<file path="config.mk">
export PLATFORM = sky130hd
export DESIGN_NAME = tx_serial_port
export DESIGN_NICKNAME = d
export VERILOG_FILES = /design/src/rtl/tsp_pkg.sv /design/src/rtl/tsp_clkgen.sv /design/src/rtl/tsp_seq.sv /design/src/rtl/tsp_deser.sv /design/src/rtl/tx_serial_port.sv
export SDC_FILE = /design/constraint.sdc
export NUM_CORES = 1
export LEC_CHECK = 0
export ABC_CLOCK_PERIOD_IN_PS = 4440
export BUFFER_PORTS_ARGS = -buffer_cell sky130_fd_sc_hd__buf_2
export CAP_MARGIN = 15
export CORE_MARGIN = 2
export CORE_UTILIZATION = 55
export CTS_CLUSTER_SIZE = 20
export DETAILED_ROUTE_END_ITERATION = 12
export PLACE_DENSITY = 0.78
export SLEW_MARGIN = 10
export SYNTH_ARGS = -nofsm -noshare
export SYNTH_HDL_FRONTEND = slang
export SYNTH_HIERARCHICAL = 1
export SYNTH_SLANG_ARGS = --single-unit
</file>
<file path="constraint.sdc">
create_clock -name clk -period 4.44 [get_ports clk]
set_input_delay 0.888 -clock clk [delete_from_list [all_inputs] [get_ports clk]]
set_output_delay 0.888 -clock clk [all_outputs]
set_load 0.005 [all_outputs]
</file>
<file path="src/rtl/tsp_pkg.sv">
package tsp_pkg;
  typedef enum logic [1:0] {
    ST_IDLE = 2'd0,
    ST_PRE  = 2'd1,
    ST_DATA = 2'd2
  } tsp_state_e;
endpackage

</file>
<file path="src/rtl/tsp_clkgen.sv">
module tsp_clkgen #(
  parameter int HALF_W = 8
) (
  input  logic              clk,
  input  logic              rst_n,
  input  logic              run_i,
  input  logic [HALF_W-1:0] half_i,
  output logic              lvl_o,
  output logic              rise_o,
  output logic              fall_o
);
  logic [HALF_W-1:0] hc;
  logic              lvl;
  logic              wrap;

  assign wrap   = run_i && (({1'b0, hc} + 1'b1) >= {1'b0, half_i});
  assign rise_o = wrap && !lvl;
  assign fall_o = wrap && lvl;
  assign lvl_o  = lvl;

  always_ff @(posedge clk) begin
    if (!rst_n || !run_i) begin
      hc  <= '0;
      lvl <= 1'b0;
    end else if (wrap) begin
      hc  <= '0;
      lvl <= ~lvl;
    end else begin
      hc <= hc + 1'b1;
    end
  end

  assert_idle_clock_low_R2: assert property (@(posedge clk) disable iff (!rst_n)
    !run_i |=> (!lvl && hc == '0));
endmodule

</file>
<file path="src/rtl/tsp_seq.sv">
module tsp_seq
  import tsp_pkg::*;
#(
  parameter int SYM_W = 6
) (
  input  logic             clk,
  input  logic             rst_n,
  input  logic             en_i,
  input  logic             int_pre_i,
  input  logic [SYM_W-1:0] pre_i,
  input  logic [SYM_W-1:0] lead_i,
  input  logic             cap_rise_i,
  input  logic             rise_i,
  input  logic             fall_i,
  output logic             run_o,
  output logic             cap_o,
  output logic             rdy_o
);
  tsp_state_e       state;
  logic             en_q;
  logic             mode_q;
  logic [SYM_W-1:0] sc;
  logic             start;
  logic             near_end;

  assign start    = en_i && !en_q;
  assign run_o    = en_i && (state != ST_IDLE);
  assign cap_o    = run_o && (state == ST_DATA) && (cap_rise_i ? rise_i : fall_i);
  assign near_end = ({1'b0, pre_i} - {1'b0, sc}) <= {1'b0, lead_i};
  assign rdy_o    = en_i && mode_q &&
                    ((state == ST_DATA) || ((state == ST_PRE) && near_end));

  always_ff @(posedge clk) begin
    if (!rst_n) begin
      en_q   <= 1'b0;
      state  <= ST_IDLE;
      mode_q <= 1'b0;
      sc     <= '0;
    end else begin
      en_q <= en_i;
      if (!en_i) begin
        state <= ST_IDLE;
        sc    <= '0;
      end else if (start) begin
        mode_q <= int_pre_i;
        sc     <= '0;
        state  <= (int_pre_i && pre_i != '0) ? ST_PRE : ST_DATA;
      end else if (state == ST_PRE && fall_i) begin
        sc <= sc + 1'b1;
        if (({1'b0, sc} + 1'b1) == {1'b0, pre_i}) state <= ST_DATA;
      end
    end
  end

  assert_start_leaves_idle_R1: assert property (@(posedge clk) disable iff (!rst_n)
    start |=> (state != ST_IDLE));
  assert_stop_to_idle_R2: assert property (@(posedge clk) disable iff (!rst_n)
    !en_i |=> (state == ST_IDLE && !rdy_o));
endmodule

</file>
<file path="src/rtl/tsp_deser.sv">
module tsp_deser #(
  parameter int WORD_W = 8
) (
  input  logic              clk,
  input  logic              rst_n,
  input  logic              clr_i,
  input  logic              cap_i,
  input  logic              bit_i,
  output logic              valid_o,
  output logic [WORD_W-1:0] data_o,
  input  logic              ready_i
);
  localparam int CW = (WORD_W > 1) ? $clog2(WORD_W) : 1;
  localparam logic [CW-1:0] LAST = CW'(WORD_W - 1);

  logic [WORD_W-1:0] sh;
  logic [CW-1:0]     cnt;
  logic              done;

  assign done = cap_i && !clr_i && (cnt == LAST);

  always_ff @(posedge clk) begin
    if (!rst_n || clr_i) begin
      cnt <= '0;
      sh  <= '0;
    end else if (cap_i) begin
      sh  <= {bit_i, sh[WORD_W-1:1]};
      cnt <= done ? '0 : cnt + 1'b1;
    end
  end

  always_ff @(posedge clk) begin
    if (!rst_n) begin
      valid_o <= 1'b0;
      data_o  <= '0;
    end else if (done) begin
      valid_o <= 1'b1;
      data_o  <= {bit_i, sh[WORD_W-1:1]};
    end else if (valid_o && ready_i) begin
      valid_o <= 1'b0;
    end
  end

  assert_hold_word_R9: assert property (@(posedge clk) disable iff (!rst_n)
    (valid_o && !ready_i && !done) |=> (valid_o && $stable(data_o)));
  assert_word_from_capture_R3: assert property (@(posedge clk) disable iff (!rst_n)
    $rose(valid_o) |-> $past(cap_i));
endmodule

</file>
<file path="src/rtl/tx_serial_port.sv">
module tx_serial_port #(
  parameter int WORD_W = 8,
  parameter int HALF_W = 8,
  parameter int SYM_W  = 6
) (
  input  logic              clk,
  input  logic              rst_n,
  input  logic [HALF_W-1:0] cfg_half,
  input  logic              cfg_int_pre,
  input  logic [SYM_W-1:0]  cfg_pre_syms,
  input  logic [SYM_W-1:0]  cfg_rdy_lead,
  input  logic              cfg_cap_rise,
  input  logic              cfg_inv_pe,
  input  logic              cfg_inv_clk,
  input  logic              cfg_inv_rdy,
  input  logic              tx_pe_i,
  input  logic              txd_i,
  output logic              txclk_o,
  output logic              tx_rdy_o,
  output logic              word_valid_o,
  output logic [WORD_W-1:0] word_data_o,
  input  logic              word_ready_i
);
  logic en, run, cap, rdy, lvl, rise_ev, fall_ev;

  assign en       = tx_pe_i ^ cfg_inv_pe;
  assign txclk_o  = lvl ^ cfg_inv_clk;
  assign tx_rdy_o = rdy ^ cfg_inv_rdy;

  tsp_clkgen #(.HALF_W(HALF_W)) u_clk (
    .clk(clk), .rst_n(rst_n), .run_i(run), .half_i(cfg_half),
    .lvl_o(lvl), .rise_o(rise_ev), .fall_o(fall_ev)
  );

  tsp_seq #(.SYM_W(SYM_W)) u_seq (
    .clk(clk), .rst_n(rst_n), .en_i(en), .int_pre_i(cfg_int_pre),
    .pre_i(cfg_pre_syms), .lead_i(cfg_rdy_lead), .cap_rise_i(cfg_cap_rise),
    .rise_i(rise_ev), .fall_i(fall_ev), .run_o(run), .cap_o(cap), .rdy_o(rdy)
  );

  tsp_deser #(.WORD_W(WORD_W)) u_deser (
    .clk(clk), .rst_n(rst_n), .clr_i(!run), .cap_i(cap), .bit_i(txd_i),
    .valid_o(word_valid_o), .data_o(word_data_o), .ready_i(word_ready_i)
  );

  assert_ext_mode_no_ready_R7: assert property (@(posedge clk) disable iff (!rst_n)
    (run && !cfg_int_pre && $stable(cfg_int_pre) && $past(run)) |-> !rdy);
endmodule

</file>
==> summary.txt <==
Comb pwr share = 11.9%
Lkg Pwr = 1.21 nW
Placed Cells = 360
Die area = 4870 um2
Worst Hold Class = flip-flop to flip-flop
Slew @ Worst Pin = 0.524 ns
Warnings, synthesis = 6
Via/cell ratio = 5.22
Area Growth Syn to Fin = 14.3%
Site row count = 23
Root buffer cell = clkbuf_8
Pwr/cell area = 247 nW/um2
CTS clk-pin slew, worst paths = 0.07 ns
DRT iter0 DRCs = 57
Sequential cell area fraction in the yosys report = 32.0%
Die height = 69.8 um
Initial antenna violation count = 0
Slowest cell on crit path = or4b_1
Worst vdd ir = 143 uV
First-pass GRT wire length = 7.69 mm
Vias in the first global route = 1,783
Crit path kind = primary input to output pin
Share of layout cells above drive strength 1 = 16.7%
Clock network power share = 36.7%
Peak fanout along the critical path = 4
MaxCap Viol Count = 0
Status = finished clean
Req. time, crit path = 3.55 ns
Synth cell types = 47
Clock sink total = 38
CTS H-tree depth = 2
Adder-cell share of the synthesized area = 13.5%
Endpoint class of the critical path = output pin
Antenna viol nets, final = 0
Initial Util = 58.2%
DRT Wirelength = 4.35 mm
Compound-Gate Fraction of Synth Area = 11.5%
Yosys top cell by area = dfxtp_1
Final GP Congestion = 0.911
Mapped Cells = 274
Tcrit/Tclk final = 93.9%
CP Cell Sequence = buf_2 > ha_1 > nor2b_1 > o21ai_1 > a21boi_0 > or4b_1 > nand3_1 > ha_1 > o22ai_1 > a21oi_1 > o31ai_2 > xor2_1 > buf_2
Post-synthesis mux area share = 8.00%
Fin cells = 368
Tot GR Track Use = 19.1%
Net count after synthesis = 329
Syn Std Cell Area = 2380 um2
Detailed placement HPWL = 3.37 mm
Final clock skew = 0.00625 ns
I/O Pins = 41
Via count = 1,920
Cts bufs inserted = 5
Internal power = 0.506 mW
# setup viols final = 0
Slew HR = 65.1%
Post-route setup TNS = 0 ns
Total Nets Final = 372
Top delay family on crit path = compound AO/OA/AOI/OAI gates
Post-synthesis xor/xnor area fraction = 7.00%
DRC Markers = 0
Hold Vio Cnt, Final = 0
Die width = 69.8 um
Final min period = 4.17 ns
Switching pwr = 0.166 mW
Seq cells post-synth = 38
Arrival time of the worst setup path = 3.28 ns
CTS max path bufs = 2
Final Max Tran Viols = 0
Total core area = 4090 um2
Worst Path Buf+Inv = 2
Syn_area_per_cell = 8.68 um2
Largest net degree at the start of global routing = 23
Synth Area in Simple Gates = 22.8%
Slowest stage delay, CP = 0.48 ns
Drt wl/cell = 11.8 um
Ant. Diodes = 0
Synth area leaders = dfxtp_1, ha_1, mux2i_1
Fmax = 0.240 GHz
WHS = 0.455 ns
Largest family of logic cells by synthesized area = simple AND/OR/NAND/NOR gates
Buffers added on ports = 40
CTS tree = yes
Top-area cell type share of the netlist area = 32.0%
Initial DRT Pass Iterations = 4
RSZ-0062 raised after global routing = no
Grt total ovfl = 0
Net Sw Frac = 24.7%
Worst skew pair latency = 0.29 ns
Sequential share of power = 51.4%
Critical Path Start Type = primary input
[layout make-up]
cell class	count	area [um2]
multi-input combinational	207	1500
inverter	24	90.1
clock buffer	6	82.6
fill	361	1370
sequential	38	761
timing repair buffer	41	208
tap	50	62.6
clock inverter	2	12.5
[sequential cells by signal, indices dropped and copies added, names as in the netlist]
signal	count
u_seq/state	2
u_deser/valid_o	1
u_seq/mode_q	1
u_deser/data_o	8
u_seq/sc	6
u_deser/cnt	3
u_deser/sh	7
u_clk/lvl_o	1
u_clk/hc	8
u_seq/en_q	1
[layer usage]
layer | global-route usage [%] | wire length [um] | vias up
li1 | - | - | 1023
met1 | 23.8 | 2100 | 851
met2 | 32.6 | 2010 | 40
met3 | 4.22 | 174 | 6
met4 | 5.77 | 61 | 0
met5 | 0 | 0 | -
[worst paths after layout]
path	from	endpoint	slack [ns]	cells after the start
worst min-delay path	u_deser/data_o[6]	u_deser/data_o[6]	0.46	2
worst max register to register	u_clk/hc[0]	u_deser/valid_o	0.81	14
worst max-delay path	cfg_pre_syms[1]	tx_rdy_o	0.27	13
worst min register to register	u_deser/data_o[6]	u_deser/data_o[6]	0.46	2
[logic make-up (layout without fill, tap and decap cells)]
group                      count (synthesis)  after routing
and+or+nand+nor                          106            106
adders and majority gates                 25             25
buffers and inverters                     29             73
xor gates and xnor gates                  19             19
DFF                                       38             38
muxes                                     19             19
AOI/OAI and AO/OA                         38             38
[Yosys cell counts, drive strengths merged]
cell type   n
a2111o      1
a211o       1
a211oi      2
a21boi      1
a21o        3
a21oi      10
a221o       1
a2bb2oi     1
a41oi       1
and2        2
and2b       1
and3        2
and3b       2
buf         5
dfxtp      38
fa          1
ha         24
inv        24
mux2i      19
nand2      29
nand2b      7
nand3      10
nand3b      2
nand4       3
nand4b      1
nor2       21
nor2b      14
nor3        6
nor3b       1
nor4bb      1
o2111a      1
o21a        4
o21ai       6
o21bai      1
o22ai       1
o311ai      1
o31ai       2
o32ai       1
or3         1
or3b        1
or4         1
or4b        1
xnor2       7
xor2       12
[power groups by stage]
stage | logic [mW] | registers (mW) | clock network [mW]
finish | 0.0801 | 0.346 | 0.247
global route | 0.0919 | 0.346 | 0.269
CTS | 0.0802 | 0.346 | 0.252
detailed placement | 0.0798 | 0.354 | 0
global placement | 0.0773 | 0.354 | 0
floorplan | 0.0528 | 0.353 | 0
[worst register-to-register path: cells and delay by family (launching register included)]
family / cells / cell delay [ns]
AO/OA/AOI/OAI: 4 / 1.08
XOR/XNOR: 1 / 0.21
buffers and inverters: 1 / 0.19
AND/OR/NAND/NOR: 5 / 0.98
adder cells (fa/ha/maj): 2 / 0.51
multiplexers: 1 / 0.17
flip-flops: 1 / 0.39
[through the flow]
stage / utilization, % / area (um2) / total power [mW] / worst slack [ns]
floorplan: - / 2380 / 0.406 / 0.549
global placement: 64.1 / 2620 / 0.431 / 0.230
detailed placement: 64.1 / 2620 / 0.434 / 0.148
CTS: 66.4 / 2710 / 0.679 / 0.137
global route: 66.5 / 2720 / 0.707 / 0.0381
finish: 66.5 / 2720 / 0.673 / 0.270
[layout by cell type (no fill, tap or decap), types with 10 or more instances in the layout]
cell type and n:
xor2_1 12, a21oi_1 10, nor2b_1 14, dfxtp_1 38, nor2_1 21, mux2i_1 19, inv_1 24, nand2_1 29
buf_2 40, nand3_1 10, ha_1 24
[repair_timing]
item	in CTS	in global routing
hold buffers	0	0
buffers inserted	0	0
endpoints found under the setup margin	0	1
gates resized for setup	0	2
Power figures use the tool's default switching activity.
